==> config.mk <==
export PLATFORM = sky130hd
export DESIGN_NAME = cand_flip_adder
export DESIGN_NICKNAME = d
export VERILOG_FILES = /design/src/rtl/cfa_pkg.sv /design/src/rtl/cfa_min_tree.sv /design/src/rtl/cfa_flip_seq.sv /design/src/rtl/cfa_metric_unit.sv /design/src/rtl/cand_flip_adder.sv
export SDC_FILE = /design/constraint.sdc
export NUM_CORES = 2
export LEC_CHECK = 0
export CORE_AREA = 2 2 347 349
export CTS_BUF_LIST = sky130_fd_sc_hd__clkbuf_8
export CTS_CLUSTER_DIAMETER = 200
export CTS_CLUSTER_SIZE = 12
export DETAILED_ROUTE_END_ITERATION = 8
export DIE_AREA = 0 0 349 351
export PLACE_DENSITY = 0.53
export SLEW_MARGIN = 20
export SYNTH_ARGS = -nofsm -noshare
export SYNTH_HDL_FRONTEND = slang
export SYNTH_SLANG_ARGS = --single-unit
==> constraint.sdc <==
create_clock -name clk -period 38.9 [get_ports clk]
set_input_delay 5.835 -clock clk [delete_from_list [all_inputs] [get_ports clk]]
set_output_delay 5.835 -clock clk [all_outputs]
set_load 0.02 [all_outputs]
==> src/rtl/cfa_pkg.sv <==
package cfa_pkg;
  localparam int DEF_PATHS = 32;
  localparam int DEF_MW    = 16;
  localparam int DEF_TW    = 12;
  localparam int DEF_LBITS = 3;
  localparam int DEF_LVW   = 3;
  localparam int DEF_FIRST = 2;

  // width of a bit-position counter for a label of lbits bits
  function automatic int flip_width(input int lbits);
    return (lbits < 2) ? 1 : $clog2(lbits);
  endfunction
endpackage

==> src/rtl/cfa_min_tree.sv <==
module cfa_min_tree #(
  parameter int N  = 32,
  parameter int MW = 16,
  parameter int IW = 5
) (
  input  logic [N-1:0]    in_valid,
  input  logic [N*MW-1:0] in_metric,
  output logic            out_any,
  output logic [IW-1:0]   out_idx,
  output logic [MW-1:0]   out_metric
);
  localparam int LG = (N < 2) ? 1 : $clog2(N);
  localparam int P2 = 1 << LG;

  for (genvar lv = 0; lv <= LG; lv++) begin : g_lv
    localparam int W = P2 >> lv;
    logic          v  [W];
    logic [MW-1:0] m  [W];
    logic [IW-1:0] ix [W];
    if (lv == 0) begin : g_leaf
      for (genvar k = 0; k < W; k++) begin : g_k
        if (k < N) begin : g_real
          assign v[k]  = in_valid[k];
          assign m[k]  = in_metric[k*MW +: MW];
          assign ix[k] = IW'(k);
        end else begin : g_pad
          assign v[k]  = 1'b0;
          assign m[k]  = '1;
          assign ix[k] = '0;
        end
      end
    end else begin : g_node
      for (genvar k = 0; k < W; k++) begin : g_k
        logic take_left;
        // lower index wins on equal metric
        assign take_left = g_lv[lv-1].v[2*k] &
                           (~g_lv[lv-1].v[2*k+1] |
                            (g_lv[lv-1].m[2*k] <= g_lv[lv-1].m[2*k+1]));
        assign v[k]  = g_lv[lv-1].v[2*k] | g_lv[lv-1].v[2*k+1];
        assign m[k]  = take_left ? g_lv[lv-1].m[2*k]  : g_lv[lv-1].m[2*k+1];
        assign ix[k] = take_left ? g_lv[lv-1].ix[2*k] : g_lv[lv-1].ix[2*k+1];
      end
    end
  end

  assign out_any    = g_lv[LG].v[0];
  assign out_idx    = g_lv[LG].ix[0];
  assign out_metric = g_lv[LG].m[0];
endmodule

==> src/rtl/cfa_flip_seq.sv <==
module cfa_flip_seq #(
  parameter int LBITS = 3,
  parameter int FW    = 2
) (
  input  logic             clk,
  input  logic             rst,
  input  logic             accept,
  input  logic [LBITS-1:0] child_label,
  output logic             busy,
  output logic [FW-1:0]    cur_flip,
  output logic [LBITS-1:0] cur_label
);
  logic [FW-1:0]    cnt_q;
  logic [LBITS-1:0] lab_q;
  logic             busy_q;

  always_ff @(posedge clk) begin
    if (rst) begin
      busy_q <= 1'b0;
      cnt_q  <= '0;
    end else if (accept) begin
      busy_q <= 1'b1;
      cnt_q  <= '0;
    end else if (busy_q) begin
      if (cnt_q == FW'(LBITS-1)) begin
        busy_q <= 1'b0;
      end else begin
        cnt_q <= cnt_q + 1'b1;
      end
    end
  end

  always_ff @(posedge clk) begin
    if (accept) lab_q <= child_label;
  end

  assign busy      = busy_q;
  assign cur_flip  = cnt_q;
  assign cur_label = lab_q ^ (LBITS'(1) << cnt_q);
endmodule

==> src/rtl/cfa_metric_unit.sv <==
module cfa_metric_unit #(
  parameter int MW    = 16,
  parameter int TW    = 12,
  parameter int OW    = 18,
  parameter int LVW   = 3,
  parameter int IW    = 5,
  parameter int LBITS = 3,
  parameter int FW    = 2
) (
  input  logic             clk,
  input  logic             rst,
  input  logic             in_valid,
  input  logic [MW-1:0]    parent_metric,
  input  logic [TW-1:0]    ch_term,
  input  logic [TW-1:0]    ap_term,
  input  logic [TW-1:0]    si_term,
  input  logic [LVW-1:0]   in_level,
  input  logic [IW-1:0]    in_parent,
  input  logic [LBITS-1:0] in_label,
  input  logic [FW-1:0]    in_flip,
  output logic             out_valid,
  output logic [LVW-1:0]   out_level,
  output logic [IW-1:0]    out_parent,
  output logic [LBITS-1:0] out_label,
  output logic [FW-1:0]    out_flip,
  output logic [OW-1:0]    out_metric
);
  logic [OW-1:0] sum;
  assign sum = OW'(parent_metric) + OW'(ch_term) + OW'(ap_term) - OW'(si_term);

  always_ff @(posedge clk) begin
    if (rst) out_valid <= 1'b0;
    else     out_valid <= in_valid;
  end

  always_ff @(posedge clk) begin
    if (in_valid) begin
      out_metric <= sum;
      out_level  <= in_level;
      out_parent <= in_parent;
      out_label  <= in_label;
      out_flip   <= in_flip;
    end
  end
endmodule

==> src/rtl/cand_flip_adder.sv <==
module cand_flip_adder #(
  parameter int NUM_PATHS   = cfa_pkg::DEF_PATHS,
  parameter int MW          = cfa_pkg::DEF_MW,
  parameter int TW          = cfa_pkg::DEF_TW,
  parameter int LBITS       = cfa_pkg::DEF_LBITS,
  parameter int LVW         = cfa_pkg::DEF_LVW,
  parameter int FIRST_LEVEL = cfa_pkg::DEF_FIRST,
  localparam int IW   = (NUM_PATHS < 2) ? 1 : $clog2(NUM_PATHS),
  localparam int FW   = cfa_pkg::flip_width(LBITS),
  localparam int NLAB = 1 << LBITS,
  localparam int OW   = MW + 2
) (
  input  logic                 clk,
  input  logic                 rst,
  input  logic                 start,
  input  logic [LVW-1:0]       level,
  input  logic [NUM_PATHS-1:0] path_valid,
  input  logic [NUM_PATHS*MW-1:0] path_metric,
  output logic                 sel_valid,
  output logic [IW-1:0]        sel_idx,
  output logic [MW-1:0]        sel_metric,
  input  logic                 child_valid,
  input  logic [LBITS-1:0]     child_label,
  input  logic [NLAB*TW-1:0]   ch_terms,
  input  logic [NLAB*TW-1:0]   ap_terms,
  input  logic [NLAB*TW-1:0]   si_terms,
  output logic                 out_valid,
  output logic [LVW-1:0]       out_level,
  output logic [IW-1:0]        out_parent,
  output logic [LBITS-1:0]     out_label,
  output logic [FW-1:0]        out_flip,
  output logic [OW-1:0]        out_metric
);
  logic          min_any;
  logic [IW-1:0] min_idx;
  logic [MW-1:0] min_metric;

  cfa_min_tree #(.N(NUM_PATHS), .MW(MW), .IW(IW)) u_min (
    .in_valid  (path_valid),
    .in_metric (path_metric),
    .out_any   (min_any),
    .out_idx   (min_idx),
    .out_metric(min_metric)
  );

  logic sel_ok;
  assign sel_ok = min_any & (level >= LVW'(FIRST_LEVEL));

  // selection hold and pending flag
  logic           sel_valid_q, armed_q;
  logic [IW-1:0]  sel_idx_q;
  logic [MW-1:0]  sel_metric_q;
  logic [LVW-1:0] sel_level_q;
  logic           busy, accept;

  assign accept = child_valid & armed_q & ~busy;

  always_ff @(posedge clk) begin
    if (rst) begin
      sel_valid_q <= 1'b0;
      armed_q     <= 1'b0;
    end else begin
      sel_valid_q <= start & sel_ok;
      if (start)       armed_q <= sel_ok;
      else if (accept) armed_q <= 1'b0;
    end
  end

  always_ff @(posedge clk) begin
    if (start) begin
      sel_idx_q    <= min_idx;
      sel_metric_q <= min_metric;
      sel_level_q  <= level;
    end
  end

  // context captured at child acceptance
  logic [IW-1:0]      e_idx;
  logic [MW-1:0]      e_metric;
  logic [LVW-1:0]     e_level;
  logic [NLAB*TW-1:0] e_ch, e_ap, e_si;

  always_ff @(posedge clk) begin
    if (accept) begin
      e_idx    <= sel_idx_q;
      e_metric <= sel_metric_q;
      e_level  <= sel_level_q;
      e_ch     <= ch_terms;
      e_ap     <= ap_terms;
      e_si     <= si_terms;
    end
  end

  logic [FW-1:0]    cur_flip;
  logic [LBITS-1:0] cur_label;

  cfa_flip_seq #(.LBITS(LBITS), .FW(FW)) u_seq (
    .clk        (clk),
    .rst        (rst),
    .accept     (accept),
    .child_label(child_label),
    .busy       (busy),
    .cur_flip   (cur_flip),
    .cur_label  (cur_label)
  );

  cfa_metric_unit #(
    .MW(MW), .TW(TW), .OW(OW), .LVW(LVW), .IW(IW), .LBITS(LBITS), .FW(FW)
  ) u_met (
    .clk          (clk),
    .rst          (rst),
    .in_valid     (busy),
    .parent_metric(e_metric),
    .ch_term      (e_ch[cur_label*TW +: TW]),
    .ap_term      (e_ap[cur_label*TW +: TW]),
    .si_term      (e_si[cur_label*TW +: TW]),
    .in_level     (e_level),
    .in_parent    (e_idx),
    .in_label     (cur_label),
    .in_flip      (cur_flip),
    .out_valid    (out_valid),
    .out_level    (out_level),
    .out_parent   (out_parent),
    .out_label    (out_label),
    .out_flip     (out_flip),
    .out_metric   (out_metric)
  );

  assign sel_valid  = sel_valid_q;
  assign sel_idx    = sel_idx_q;
  assign sel_metric = sel_metric_q;
endmodule

==> run_results.csv <==
group,metric,value,unit
cells_and_area,finish.instance_area,45470,um2
sta,finalMaxSlewViolations,0,
setup_path,startpoint_type,"primary input",
setup_path,cp.arrival,18.96,ns
clocking,hold_buffers,0,
clocking,postCtsResizedCells,0,
placement,port_buffers,895,
clocking,insertion_delay,0.64,ns
logic_synthesis,netlist_instances,3234,
detailed_routing,viasPerCell,5.042,
worst_hold_path,worstHoldStart,"e_idx[3]",
logic_synthesis,ys_seq_elements,376,
placement,place_area,44810,um2
cells_and_area,layout_commonest_cell,"clkdlybuf4s50_1",
sta,rsz0062_at_grt,"false",
logic_synthesis,syn_area_per_cell,10.48,um2
cells_and_area,n_fill_cell,11870,
global_routing,grt_pass1_vias,29200,
logic_synthesis,synth_async_sr_flop_share,0,%
floorplan,die_area,122500,um2
setup_path,critical_path_class,"in2reg",
detailed_routing,ant_nets,0,
cells_and_area,layout_common_cells,"clkdlybuf4s50_1, ha_1, inv_1, mux2i_1, edfxtp_1",
clocking,clk_pin_slew,0.10,ns
worst_hold_path,hp-class,"reg2reg",
logic_synthesis,syn-cell-area,33890,um2
sta,fmax,53.84,MHz
logic_synthesis,synth_seq_area_share,33.14,%
detailed_routing,drc_errors,0,
setup_path,r2r-start,"u_seq.cur_flip[1]",
global_routing,gr-usage-all-layers,22.19,%
clocking,cts.path.max_buffers,3,
placement,place.gp.congestion,0.9239,
logic_synthesis,synth_edf_count,370,
power_and_ir_drop,p_per_area,43.86,nW/um2
power_and_ir_drop,p_int,0.001112,W
floorplan,die_h,351,um
power_and_ir_drop,clock_power_share,11.7,%
detailed_routing,first_pass_iters,7,
sta,fin_tns_setup,0,ns
detailed_routing,finalWirelength,141.6,mm
power_and_ir_drop,switching_share,44.22,%
setup_path,path_common_cell,"ha_1",
setup_path,critPathMaxStageDelay,0.87,ns
sta,slew_headroom,22.10,%
clocking,numCtsBuffers,37,
cells_and_area,area_growth,34.17,%
clocking,clock_sinks,376,
sta,setup_violations,0,
floorplan,floorplan.rows,127,
logic_synthesis,ys_types,79,
clocking,post_cts_buffers,0,
power_and_ir_drop,p_leak,19.62,nW
setup_path,setup.worst_path.end_class,"register",
clocking,htreeDepth,2,
detailed_routing,detail_route.wl_per_cell,24.90,um
power_and_ir_drop,vdd_drop_max,36.97,uV
power_and_ir_drop,p_seq_share,27.1,%
power_and_ir_drop,power.switching,0.0008818,W
floorplan,die_w,349,um
sta,tightest_slew,1.136,ns
cells_and_area,nNetsFinal,5497,
setup_path,crit_start,"path_metric[351]",
sta,final.period_utilization,47.74,%
global_routing,grt_pass1_wl,196.9,mm
floorplan,start_util,28.48,%
global_routing,grt-ovfl-total,0,
clocking,cts_tree,"built",
floorplan,pin_count,896,
sta,worst_slack,20.33,ns
cells_and_area,layout-drive-gt1-share,6.117,%
setup_path,r2r_slack,31.78,ns
global_routing,grt_max_degree,173,
sta,hold_viol_final,0,
logic_synthesis,yosysWarnings,0,
setup_path,crit_required,39.29,ns
setup_path,path_max_fanout,26,
flow_run,maxCapViolCount,0,
placement,pre_cts_ws,19.61,ns
global_routing,antenna_found_initial,22,
setup_path,crit_slowest_cell,"o22a_1",
logic_synthesis,syn_nets,4618,
logic_synthesis,synth-main-ff-cell,"edfxtp_1",
detailed_routing,first_iter_violations,1750,
clocking,clock-root-buffer,"clkbuf_8",
detailed_routing,vias,28660,
power_and_ir_drop,p_comb_share,61.2,%
sta,fin_crit,18.57,ns
floorplan,coreArea,119000,um2
placement,dp_hpwl,122.7,mm
sta,clock_skew,0.05209,ns
outcome,status,"completed",
==> layer usage <==
| metal | global-route usage (%) | vias to the layer above | routed length, um | part of all wire, % |
|---|---|---|---|---|
| met3 | 4.965 | 190 | 9707 | 6.9 |
| li1 | - | 13870 | - | - |
| met2 | 40.61 | 929 | 71690 | 51 |
| met4 | 7.257 | 20 | 4638 | 3.3 |
| met5 | 0 | - | 157 | 0.11 |
| met1 | 25.42 | 13650 | 55350 | 39 |
==> Yosys cell counts, types with 42 or more instances <==
master    number  area [um2]
a21oi_1      234        1171
nor2_1        66       247.7
nand4_1      105       656.9
o21ai_0       87       435.4
ha_1         529        6619
mux2_2        52       585.6
edfxtp_1     370       11110
a21o_1        42       315.3
mux2i_1      420        4204
inv_1        492        1847
nand2_1      147       551.8
mux4_2        72        1622
o211ai_1      44       330.3
nand3_1       44       220.2
==> stage by stage <==
stage                     cells  power (W)  utilization, %  hold WS [ns]
after floorplan            3234   0.001289               -        0.4003
after global placement     5621   0.001755           37.65        0.4005
after detailed placement   5621   0.001763           37.65        0.4045
after CTS                  5667   0.002008           38.13        0.4253
after global routing       5674   0.002129           38.18        0.4322
final                      5684   0.001994           38.21        0.4220
==> sequential cells by signal, indices dropped and copies added, names as in the netlist <==
name,cells
e_idx,5
e_ch,96
u_seq.busy,1
u_met.out_label,3
e_metric,16
e_ap,96
sel_idx,5
e_si,96
e_level,3
armed_q,1
u_met.out_flip,2
u_met.out_valid,1
u_met.out_parent,5
u_met.out_level,3
u_seq.lab_q,3
sel_metric,16
u_met.out_metric,18
sel_valid,1
u_seq.cur_flip,2
sel_level_q,3
==> final timing paths <==
kind | cells past startpoint | to
worst max-delay path | 42 | sel_metric[14]
worst min-delay path | 0 | u_met.out_parent[3]
worst max register to register | 24 | u_met.out_metric[17]
worst min register to register | 0 | u_met.out_parent[3]
==> power groups by stage <==
| stage | Sequential [W] | Clock, W | Combinational [W] |
|---|---|---|---|
| after floorplan | 0.000557 | 0 | 0.000732 |
| after global placement | 0.000552 | 0 | 0.00120 |
| after detailed placement | 0.000552 | 0 | 0.00121 |
| after CTS | 0.000543 | 0.000248 | 0.00122 |
| after global routing | 0.000545 | 0.000258 | 0.00133 |
| final | 0.000539 | 0.000234 | 0.00122 |
==> critical path: cells and delay by family <==
kind	cells	cell delay (ns)
AOI/OAI and AO/OA	17	6.16
and+or+nand+nor	11	3.07
adders and majority gates	5	1.43
muxes	3	1.32
buffers and inverters	6	1.13
==> kinds of logic (layout without fill, tap and decap cells) <==
| group | after synthesis | in the layout | share of synthesized area (%) |
|---|---|---|---|
| other | 0 | 16 | 0 |
| buffers and inverters | 587 | 1473 | 6.708 |
| AOI/OAI and AO/OA | 619 | 619 | 11.68 |
| DFF | 376 | 376 | 33.14 |
| xor gates and xnor gates | 35 | 35 | 0.9045 |
| adders and majority gates | 542 | 542 | 20.30 |
| muxes | 547 | 547 | 19.07 |
| and+or+nand+nor | 528 | 528 | 8.196 |
==> final cells by class <==
| type | instances | area (um2) | area share [%] |
|---|---|---|---|
| inverter | 497 | 1866 | 4.103 |
| sequential | 376 | 11230 | 24.70 |
| clock inverter | 9 | 63.81 | 0.1403 |
| antenna | 16 | 40.04 | 0.08805 |
| clock buffer | 37 | 509.2 | 1.120 |
| multi-input combinational | 2271 | 20590 | 45.28 |
| timing repair buffer | 930 | 9236 | 20.31 |
| tap | 1548 | 1937 | 4.260 |
No activity file was read; power rests on OpenSTA's default activity.
